`config.mk`:
```
export PLATFORM = sky130hd
export DESIGN_NAME = spi_sr_guard
export DESIGN_NICKNAME = d
export VERILOG_FILES = /design/src/rtl/spi_sr_pkg.sv /design/src/rtl/spi_sr_shifter.sv /design/src/rtl/spi_sr_guard_core.sv /design/src/rtl/spi_sr_readout.sv /design/src/rtl/spi_sr_guard.sv
export SDC_FILE = /design/constraint.sdc
export NUM_CORES = 1
export LEC_CHECK = 0
export BUFFER_PORTS_ARGS = -buffer_cell sky130_fd_sc_hd__buf_2
export CORE_ASPECT_RATIO = 0.7
export CORE_MARGIN = 2
export CORE_UTILIZATION = 40
export DETAILED_ROUTE_END_ITERATION = 16
export PLACE_DENSITY_LB_ADDON = 0.08
export SLEW_MARGIN = 5
export SYNTH_ARGS = -nofsm -noshare
export SYNTH_HDL_FRONTEND = slang
export SYNTH_SLANG_ARGS = --single-unit
```
`constraint.sdc`:
```
create_clock -name clk -period 4.5 [get_ports clk]
set_clock_uncertainty 0.05 [all_clocks]
set_input_delay 0 -clock clk [delete_from_list [all_inputs] [get_ports clk]]
set_output_delay 0 -clock clk [all_outputs]
set_load 0.01 [all_outputs]
```
`src/rtl/spi_sr_pkg.sv`:
```
package spi_sr_pkg;
  localparam int BYTE_W = 8;
  localparam int BP_W   = 4;
  localparam int BP_LO  = 2;
  localparam int LOCK_BIT = 7;
  localparam int WEL_BIT  = 1;

  localparam logic [BYTE_W-1:0] OP_EWSR = 8'h50;
  localparam logic [BYTE_W-1:0] OP_WREN = 8'h06;
  localparam logic [BYTE_W-1:0] OP_WRSR = 8'h01;
  localparam logic [BYTE_W-1:0] OP_RDSR = 8'h05;

  localparam logic [BP_W-1:0] BP_RESET = '1;

  // Protection rule: a write may proceed unless the pin is low and the lock is set.
  function automatic logic wr_allowed(input logic wp_n, input logic lock);
    return wp_n | ~lock;
  endfunction

  // Writable fields carried by the data byte: {lock, protect}.
  function automatic logic [BP_W:0] wr_fields(input logic [BYTE_W-1:0] dat);
    return {dat[LOCK_BIT], dat[BP_LO+BP_W-1:BP_LO]};
  endfunction

  function automatic logic [BYTE_W-1:0] pack_status(input logic lock,
                                                    input logic [BP_W-1:0] bp,
                                                    input logic wel);
    return {lock, 1'b0, bp, wel, 1'b0};
  endfunction
endpackage

```
`src/rtl/spi_sr_shifter.sv`:
```
module spi_sr_shifter
  import spi_sr_pkg::*;
#(
  parameter int W     = BYTE_W,
  localparam int PW   = $clog2(W)
) (
  input  logic         clk,
  input  logic         rst_n,
  input  logic         cs_n,
  input  logic         sck,
  input  logic         si,
  output logic         sck_fall,
  output logic         frame_done,
  output logic         frame_whole,
  output logic [1:0]   frame_bytes,
  output logic [W-1:0] op_q,
  output logic [W-1:0] dat_q
);
  logic          sck_q, cs_q;
  logic [PW-1:0] bitpos;
  logic [1:0]    nbytes;
  logic [W-1:0]  sh;
  logic [W-1:0]  sh_nxt;
  logic          sck_rise;

  assign sck_rise    = ~cs_n & sck & ~sck_q;
  assign sck_fall    = ~cs_n & ~sck & sck_q;
  assign sh_nxt      = {sh[W-2:0], si};
  assign frame_done  = cs_n & ~cs_q;
  assign frame_whole = (bitpos == '0) && (nbytes != 2'd0);
  assign frame_bytes = nbytes;

  always_ff @(posedge clk or negedge rst_n) begin
    if (!rst_n) begin
      sck_q <= 1'b0;
      cs_q  <= 1'b1;
    end else begin
      sck_q <= sck;
      cs_q  <= cs_n;
    end
  end

  always_ff @(posedge clk or negedge rst_n) begin
    if (!rst_n) begin
      bitpos <= '0;
      nbytes <= 2'd0;
      sh     <= '0;
      op_q   <= '0;
      dat_q  <= '0;
    end else if (cs_n) begin
      bitpos <= '0;
      nbytes <= 2'd0;
    end else if (sck_rise) begin
      sh <= sh_nxt;
      if (bitpos == PW'(W-1)) begin
        bitpos <= '0;
        if (nbytes == 2'd0) op_q  <= sh_nxt;
        if (nbytes == 2'd1) dat_q <= sh_nxt;
        if (nbytes != 2'd3) nbytes <= nbytes + 2'd1;
      end else begin
        bitpos <= bitpos + PW'(1);
      end
    end
  end

  // a frame is reported only at the release of chip select
  p_frame_at_release_r2: assert property (@(posedge clk) disable iff (!rst_n)
    frame_done |-> (cs_n && !$past(cs_n)));
endmodule

```
`src/rtl/spi_sr_guard_core.sv`:
```
module spi_sr_guard_core
  import spi_sr_pkg::*;
#(
  parameter int W = BYTE_W
) (
  input  logic         clk,
  input  logic         rst_n,
  input  logic         wp_n,
  input  logic         frame_done,
  input  logic         frame_whole,
  input  logic [1:0]   frame_bytes,
  input  logic [W-1:0] op_q,
  input  logic [W-1:0] dat_q,
  output logic [W-1:0] status,
  output logic         armed
);
  logic            lock;
  logic [BP_W-1:0] bp;
  logic            wel;
  logic            ev_valid, ev_arm, ev_wrsr, ev_write;
  logic [BP_W:0]   new_fields;

  assign ev_valid   = frame_done & frame_whole;
  assign ev_arm     = ev_valid && (frame_bytes == 2'd1) &&
                      ((op_q == OP_EWSR) || (op_q == OP_WREN));
  assign ev_wrsr    = ev_valid && (frame_bytes == 2'd2) && (op_q == OP_WRSR);
  assign ev_write   = ev_wrsr && armed && wr_allowed(wp_n, lock);
  assign new_fields = wr_fields(dat_q);
  assign status     = pack_status(lock, bp, wel);

  always_ff @(posedge clk or negedge rst_n) begin
    if (!rst_n) begin
      armed <= 1'b0;
      wel   <= 1'b0;
      lock  <= 1'b0;
      bp    <= BP_RESET;
    end else if (ev_valid) begin
      armed <= ev_arm;
      if (ev_arm && (op_q == OP_WREN)) wel <= 1'b1;
      if (ev_wrsr) wel <= 1'b0;
      if (ev_write) {lock, bp} <= new_fields;
    end
  end

  // any whole frame other than an arming one leaves the block disarmed
  p_disarm_r3: assert property (@(posedge clk) disable iff (!rst_n)
    (ev_valid && !ev_arm) |=> !armed);
  // an unarmed write-status frame leaves the writable fields alone
  p_unarmed_hold_r4: assert property (@(posedge clk) disable iff (!rst_n)
    (ev_wrsr && !armed) |=> (status[7:2] == $past(status[7:2])));
  // a locked register with the pin low is not altered
  p_locked_hold_r5: assert property (@(posedge clk) disable iff (!rst_n)
    (ev_wrsr && !wp_n && status[LOCK_BIT]) |=> $stable(status[7:2]));
  // the lock bit can only be cleared while the pin is high
  p_unlock_needs_pin_r7: assert property (@(posedge clk) disable iff (!rst_n)
    $fell(status[LOCK_BIT]) |-> $past(wp_n));
  // bits 0 and 6 never read as 1
  p_fixed_zero_r9: assert property (@(posedge clk) disable iff (!rst_n)
    (status[0] == 1'b0) && (status[6] == 1'b0));
endmodule

```
`src/rtl/spi_sr_readout.sv`:
```
module spi_sr_readout
  import spi_sr_pkg::*;
#(
  parameter int W = BYTE_W
) (
  input  logic         clk,
  input  logic         rst_n,
  input  logic         cs_n,
  input  logic         sck_fall,
  input  logic         op_ready,
  input  logic         op_is_read,
  input  logic [W-1:0] status,
  output logic         so_data,
  output logic         so_en
);
  logic [W-1:0] shr;
  logic         active;

  assign so_data = shr[W-1];
  assign so_en   = active;

  always_ff @(posedge clk or negedge rst_n) begin
    if (!rst_n) begin
      active <= 1'b0;
      shr    <= '0;
    end else if (cs_n) begin
      active <= 1'b0;
    end else if (sck_fall) begin
      if (active) begin
        shr <= {shr[W-2:0], shr[W-1]};
      end else if (op_ready && op_is_read) begin
        active <= 1'b1;
        shr    <= status;
      end
    end
  end

  // the output is driven only inside a selected frame
  p_so_in_frame_r10: assert property (@(posedge clk) disable iff (!rst_n)
    so_en |-> !$past(cs_n));
endmodule

```
`src/rtl/spi_sr_guard.sv`:
```
module spi_sr_guard
  import spi_sr_pkg::*;
#(
  parameter int W = BYTE_W
) (
  input  logic         clk,
  input  logic         rst_n,
  input  logic         cs_n,
  input  logic         sck,
  input  logic         si,
  input  logic         wp_n,
  output logic         so_data,
  output logic         so_en,
  output logic [W-1:0] status
);
  logic         sck_fall, frame_done, frame_whole, armed;
  logic [1:0]   frame_bytes;
  logic [W-1:0] op_q, dat_q;

  spi_sr_shifter #(.W(W)) u_shift (
    .clk(clk), .rst_n(rst_n), .cs_n(cs_n), .sck(sck), .si(si),
    .sck_fall(sck_fall), .frame_done(frame_done), .frame_whole(frame_whole),
    .frame_bytes(frame_bytes), .op_q(op_q), .dat_q(dat_q)
  );

  spi_sr_guard_core #(.W(W)) u_core (
    .clk(clk), .rst_n(rst_n), .wp_n(wp_n), .frame_done(frame_done),
    .frame_whole(frame_whole), .frame_bytes(frame_bytes), .op_q(op_q),
    .dat_q(dat_q), .status(status), .armed(armed)
  );

  spi_sr_readout #(.W(W)) u_rd (
    .clk(clk), .rst_n(rst_n), .cs_n(cs_n), .sck_fall(sck_fall),
    .op_ready(frame_bytes != 2'd0), .op_is_read(op_q == OP_RDSR),
    .status(status), .so_data(so_data), .so_en(so_en)
  );

  // nothing is armed in the cycle after reset is released
  p_reset_disarmed_r11: assert property (@(posedge clk)
    $rose(rst_n) |-> !armed);
endmodule

```
==> metrics, run 1 <==
Comb power frac=0.065; final WL=3520 um; # nets final=roughly 180; slack of the critical path=2.35 ns; r2r startpoint=u_shift.frame_bytes[0]; drt via density=4.78; H-tree depth=2; Worst-Skew Late Latency=0.29 ns; max-slew violation count=0; Max-slew headroom=0.369; Fin. Hold Viols=0; Syn. warnings=0; clock buffer count from CTS=5; internal power=567 uW; DP HPWL=2490 um; fillers=456; DRT iter0 DRCs=63; FF+latch count, synth=43; number of clock sinks=43; Worst Tran Pin Value=0.946 ns; Setup CP Type=flop to flop; Max Root-Sink Buffers=2; total power=~750 uW; Setup crit start kind=flop; flop-to-flop setup slack=2.35 ns; worst vdd ir=0.162 mV; HP Class=primary input to asynchronous set/reset pin; # rows=21; register area share after synthesis=0.546; largest net degree at the start of global routing=44; ant diodes=0; Worst Path Max Fanout=6; post-cts resize count=0; Clk pin slew, worst setup/hold paths=0.08 ns; critical path endpoint=u_rd.shr[2]; initial antenna violation count=0; initial core utilization=0.414; Top Ports=16; Tcrit/Tclk final=0.479; I/O Buffers=13; synthesized area=0.00198 sq mm; crit path DAT=around 2.3 ns; RSZ-0062 raised after global routing=no; fin crit period=between 2 and 2.5 ns; clk root buf=clkbuf_8; die area=approximately 0.0055 sq mm; Final setup violation count=0; Initial DRT Pass Iterations=4; sw power=roughly 180 uW; share of cells above drive strength 1=0.422; outcome=finished clean; Chip Height=62.9 um; TritonCTS clock tree=done; Reg power frac=0.595; WP data required=~4.6 ns; reg2reg path depth=6; global placer's final weighted congestion=0.760; GR Overflow Total=0; Fin Setup TNS=0 ns; first-pass GRT wire length=6060 um; final hold slack=0.339 ns; clock share of power=0.340; FMAX=464 MHz; DRC viols=0; PD cells=337 mW/mm^2; Antenna Nets Post-Route=0; Core Region=0.00478 sq mm; Avg Inst Size Synth=13.4 sq um; post-synth cell types=35; Reg-to-Reg End=u_rd.shr[2]; WL/cell=15.0 um; setup slack at placement=2.38 ns; die width=88.1 um; Static Leak=0.00110 uW; Setup crit end kind=flop; post-layout utilization of the core=0.463; post-synthesis cell count=148; via count=1124; Area Growth Syn to Fin=11.7%; Tot GR Track Use=0.147; vias in the first global route=1186; Critical Path Source=u_shift.frame_bytes[0]; Net Sw Frac=0.240; MaxCap Viol Count=0
==> worst max-delay path: stages (launching register included) <==
cell and delay (ns):
dfrtp_1 0.43, inv_1 0.09, ha_1 0.26, nor4b_1 0.34, nand4_1 0.26, nand2_2 0.26
mux2_2 0.36
==> per-stage QoR <==
stage | cell area (sq um) | instances
floorplan | 1980 | 149
global placement | 2080 | 223
detailed placement | 2080 | 223
CTS | 2210 | 235
global route | 2210 | 235
finish | 2210 | 235
==> worst min path at each step <==
| stage | from | to | cells after the start |
|---|---|---|---|
| global placement | sck | u_shift.sck_q | 1 |
| global route | sck | u_shift.sck_q | 2 |
| floorplan | rst_n | u_core.armed | 0 |
| detailed placement | sck | u_shift.sck_q | 1 |
| finish | rst_n | u_shift.op_q[7] | 2 |
| CTS | sck | u_shift.sck_q | 2 |
==> logic make-up (layout without fill, tap and decap cells) <==
logic type / Yosys count / count (layout) / share of synthesized area
XOR/XNOR: 1 / 1 / 0.00442
AND/OR/NAND/NOR: 36 / 36 / 0.124
multiplexers: 37 / 37 / 0.210
adder cells (fa/ha/maj): 7 / 7 / 0.0442
AO/OA/AOI/OAI: 9 / 9 / 0.0303
other: 1 / 2 / 0.00189
flip-flops: 43 / 43 / 0.546
buffers and inverters: 14 / 31 / 0.0392
==> cells in the mapped netlist, drive strengths merged <==
| library cell | n | area share |
|---|---|---|
| nand3 | 7 | 0.020 |
| inv | 6 | 0.011 |
| nor2 | 5 | 0.0095 |
| xnor2 | 1 | 0.0044 |
| conb | 1 | 0.0019 |
| mux2 | 36 | 0.20 |
| nand3b | 3 | 0.013 |
| mux2i | 1 | 0.0051 |
| and3b | 1 | 0.0044 |
| nor3b | 3 | 0.022 |
| nor4b | 1 | 0.0044 |
| nor2b | 2 | 0.0063 |
| nor3 | 3 | 0.013 |
| clkbuf | 1 | 0.0019 |
| dfstp | 5 | 0.066 |
| nand2 | 7 | 0.015 |
| a21o | 1 | 0.0038 |
| a211oi | 1 | 0.0038 |
| buf | 7 | 0.026 |
| o22a | 1 | 0.0051 |
| and3 | 1 | 0.0032 |
| nand2b | 1 | 0.0032 |
| o21ai | 4 | 0.010 |
| ha | 7 | 0.044 |
| dfrtp | 38 | 0.48 |
| nand4 | 2 | 0.0095 |
| o31ai | 2 | 0.0076 |
==> final cells by class <==
type | instances | area, sq um | area share
clock buffers | 7 | 86.3 | 0.0390
inverters | 6 | 22.5 | 0.0102
multi-input cells | 92 | 825 | 0.373
flip-flops and latches | 43 | 1080 | 0.489
clock inverters | 1 | 5.00 | 0.00226
well taps | 69 | 86.3 | 0.0390
repair buffers | 17 | 105 | 0.0475
==> power groups by stage <==
stage / Clock, uW / Sequential (uW) / Combinational [uW]
3_3_place_gp: 0 / 451 / 46.2
3_5_place_dp: 0 / 452 / 46.6
2_1_floorplan: 0 / 438 / 35.0
6_report: 254 / 443 / 48.6
4_1_cts: 265 / 444 / 50.2
5_1_grt: 284 / 448 / 55.2
==> layout by cell type (no fill, tap or decap), types with 2 or more instances in the layout <==
| cell type | n |
|---|---|
| o21ai_0 | 4 |
| nor2_1 | 5 |
| nand2_1 | 6 |
| dlygate4sd3_1 | 4 |
| dfstp_2 | 5 |
| nor3b_2 | 2 |
| nand3_1 | 6 |
| dfrtp_1 | 38 |
| o31ai_1 | 2 |
| conb_1 | 2 |
| nor2b_1 | 2 |
| inv_1 | 6 |
| clkbuf_8 | 6 |
| buf_2 | 13 |
| nor3_1 | 2 |
| ha_1 | 7 |
| mux2_2 | 36 |
| nand3b_1 | 2 |
==> metal layers <==
metal	vias to the layer above	routed length (um)	track usage
met5	-	0	0
met4	0	19	0.0455
met3	2	105	0.0555
met2	13	1520	0.195
met1	566	1870	0.220
li1	543	-	-
==> sequential cells by signal (all words and copies together), names as in the netlist <==
register             cells
u_rd.shr                 8
u_shift.op_q             8
u_shift.sh               7
u_shift.dat_q            5
u_core.bp                4
u_shift.bitpos           3
u_shift.frame_bytes      2
u_core.armed             1
u_core.lock              1
u_core.wel               1
u_rd.so_en               1
u_shift.cs_q             1
u_shift.sck_q            1
==> what timing repair did <==
item                                   4_1_cts  5_1_grt
hold buffers                                 4        0
endpoints found under the hold margin       44        0
setup buffers                                0        0
No activity file was read; power rests on OpenSTA's default activity.
==> inputs of run 2 (changes only) <==
- clock period: 4.5 -> 2.2 ns (I/O delays scaled with it)
==> run 2 against run 1 <==
Worst hold slack got worse by 0.0024 ns. Non-clock buffer count up 4. Via count rose by 4.8%. Worst setup slack worse by 2.2 ns. Global-route usage increased by 0.33 points. Utilization grew 1.1 points. Critical path type unchanged.
==> metrics, run 2 (synthesis gave the netlist of run 1 again) <==
outcome=finished clean (unchanged); commonest non-fill, non-tap cells in the layout=38 x dfrtp_1, 36 x mux2_2, 13 x buf_2, 7 x ha_1 (unchanged); Worst Tran Pin Value=0.944 ns (was 0.946 ns); Antenna Nets Post-Route=0 (unchanged); Initial DRT Pass Iterations=6 (was 4); vias in the first global route=1235 (was 1186); Chip Height=62.9 um (unchanged); Max-slew headroom=0.371 (was 0.369); fillers=453 (was 456); FMAX=479 MHz (was 464 MHz); Tot GR Track Use=0.150 (was 0.147); Setup crit start kind=flop (unchanged); initial core utilization=0.414 (unchanged); Worst-Skew Late Latency=0.29 ns (about the same); worst min-delay path startpoint=sck; global placer's final weighted congestion=0.782 (was 0.760); area of the multi-input gates=825 sq um (unchanged); share of cells above drive strength 1=0.441 (was 0.422); WL/cell=15.3 um (was 15.0 um); drt via density=4.93 (was 4.78); final WL=3650 um (was 3520 um); Clk pin slew, worst setup/hold paths=0.08 ns (about the same); Static Leak=0.00112 uW (was 0.00110 uW); fin crit period=2.09 ns (was 2.15 ns); crit path DAT=2.22 ns (was 2.28 ns); DRC viols=0 (unchanged); Setup CP Type=flop to flop (unchanged); MaxCap Viol Count=0 (unchanged); via count=1178 (was 1124); initial antenna violation count=0 (unchanged); post-layout utilization of the core=0.474 (was 0.463); worst vdd ir=0.524 mV (was 0.162 mV); die area=0.00554 sq mm (unchanged); Setup crit end kind=flop (unchanged); Largest regs=u_rd.shr (8), u_shift.op_q (8), u_shift.sh (7) (unchanged); first-pass GRT wire length=6200 um (was 6060 um); DP HPWL=2640 um (was 2490 um); Fin. Hold Viols=0 (unchanged); number of clock sinks=43 (unchanged); DRT iter0 DRCs=42 (was 63); placed cells=225 (was 223); largest net degree at the start of global routing=44 (unchanged); HP Class=primary input to flop (was primary input to asynchronous set/reset pin); commonest non-fill, non-tap cell in the layout=dfrtp_1 (unchanged); Layout Cells excl Fill=239 (was 235); WP data required=2.33 ns (was 4.63 ns); clk root buf=clkbuf_8 (unchanged); # nets final=182 (was 178); sw power=376 uW (was 179 uW); Worst Path Max Fanout=6 (unchanged); GR Overflow Total=0 (unchanged); Tcrit/Tclk final=0.950 (was 0.479); PD cells=717 mW/mm^2 (was 337 mW/mm^2); clock share of power=0.382 (was 0.340); TritonCTS clock tree=done (unchanged); I/O Buffers=13 (unchanged); clock buffer count from CTS=5 (unchanged); die width=88.1 um (unchanged); flop-to-flop setup slack=0.11 ns (was 2.35 ns); Net Sw Frac=0.231 (was 0.240); internal power=1250 uW (was 567 uW); Reg power frac=0.556 (was 0.595); register area=0.00108 sq mm (unchanged); Comb power frac=0.063 (was 0.065); H-tree depth=2 (unchanged); Top Ports=16 (unchanged); Final setup violation count=0 (unchanged); r2r startpoint=u_shift.frame_bytes[0] (unchanged); Area Growth Syn to Fin=14.4% (was 11.7%); Max Root-Sink Buffers=2 (unchanged); ant diodes=0 (unchanged); Critical Path Source=u_shift.frame_bytes[0] (unchanged); # rows=21 (unchanged); Core Region=0.00478 sq mm (unchanged); max-slew violation count=0 (unchanged)
run 2: cell types whose count changed in the layout (fill, tap and decap cells not counted):
cell	delta
buf_4	+4
clkbuf_1	-1
inv_6	+1
clkinvlp_4	+1
clkinv_2	-1
bufinv_16	+1
clkbuf_8	-1
run 2: worst max-delay path: stages (launching register included):
cell,delay [ns]
dfrtp_1,0.42
inv_1,0.09
ha_1,0.25
nor4b_1,0.34
nand4_1,0.26
nand2_2,0.22
mux2_2,0.35
run 2: final timing paths:
kind,cells past startpoint,to
setup / recovery,6,u_rd.shr[4]
hold / removal,2,u_shift.sck_q
min in group asynchronous,2,u_shift.op_q[5]
hold reg to reg,1,u_core.armed
max in group asynchronous,2,u_shift.sh[5]
setup reg to reg,6,u_rd.shr[4]
run 2: what timing repair did:
item                                   4_1_cts  5_1_grt
setup endpoints to repair                    0        6
resized for setup                            0        0
hold buffers                                 4        0
buffers inserted                             0        2
endpoints found under the hold margin       44        0
run 2: power by group through the flow:
stage	clock network [uW]	registers, uW	logic, uW
floorplan	0	897	71.7
global placement	0	920	94.8
detailed placement	0	923	98.9
CTS	644	907	105
global route	675	916	115
finish	620	902	102
run 2: cell type report:
cell class,count,area share
multi-input combinational,92,0.364
sequential,43,0.478
tap,69,0.0381
inverter,6,0.00994
clock buffer,5,0.0304
clock inverter,3,0.0204
timing repair buffer,21,0.0596
run 2: per-stage QoR:
step           hold WS [ns]  area [sq um]  power, uW  setup TNS (ns)  setup WS (ns)
2_1_floorplan        -0.346          1980        968               0          0.366
3_3_place_gp         0.0982          2100       1020               0          0.238
3_5_place_dp          0.103          2100       1020               0          0.133
4_1_cts               0.335          2250       1660               0          0.128
5_1_grt               0.364          2270       1710         -0.0366        -0.0109
6_report              0.337          2270       1620               0          0.111
run 2: per-layer routing:
layer / vias to the layer above / global-route usage / part of all wire
met1: 603 / 0.209 / 0.49
met5: - / 0 / 0
met3: 5 / 0.0436 / 0.035
li1: 554 / - / -
met4: 0 / 0.0455 / 0.0090
met2: 16 / 0.226 / 0.47
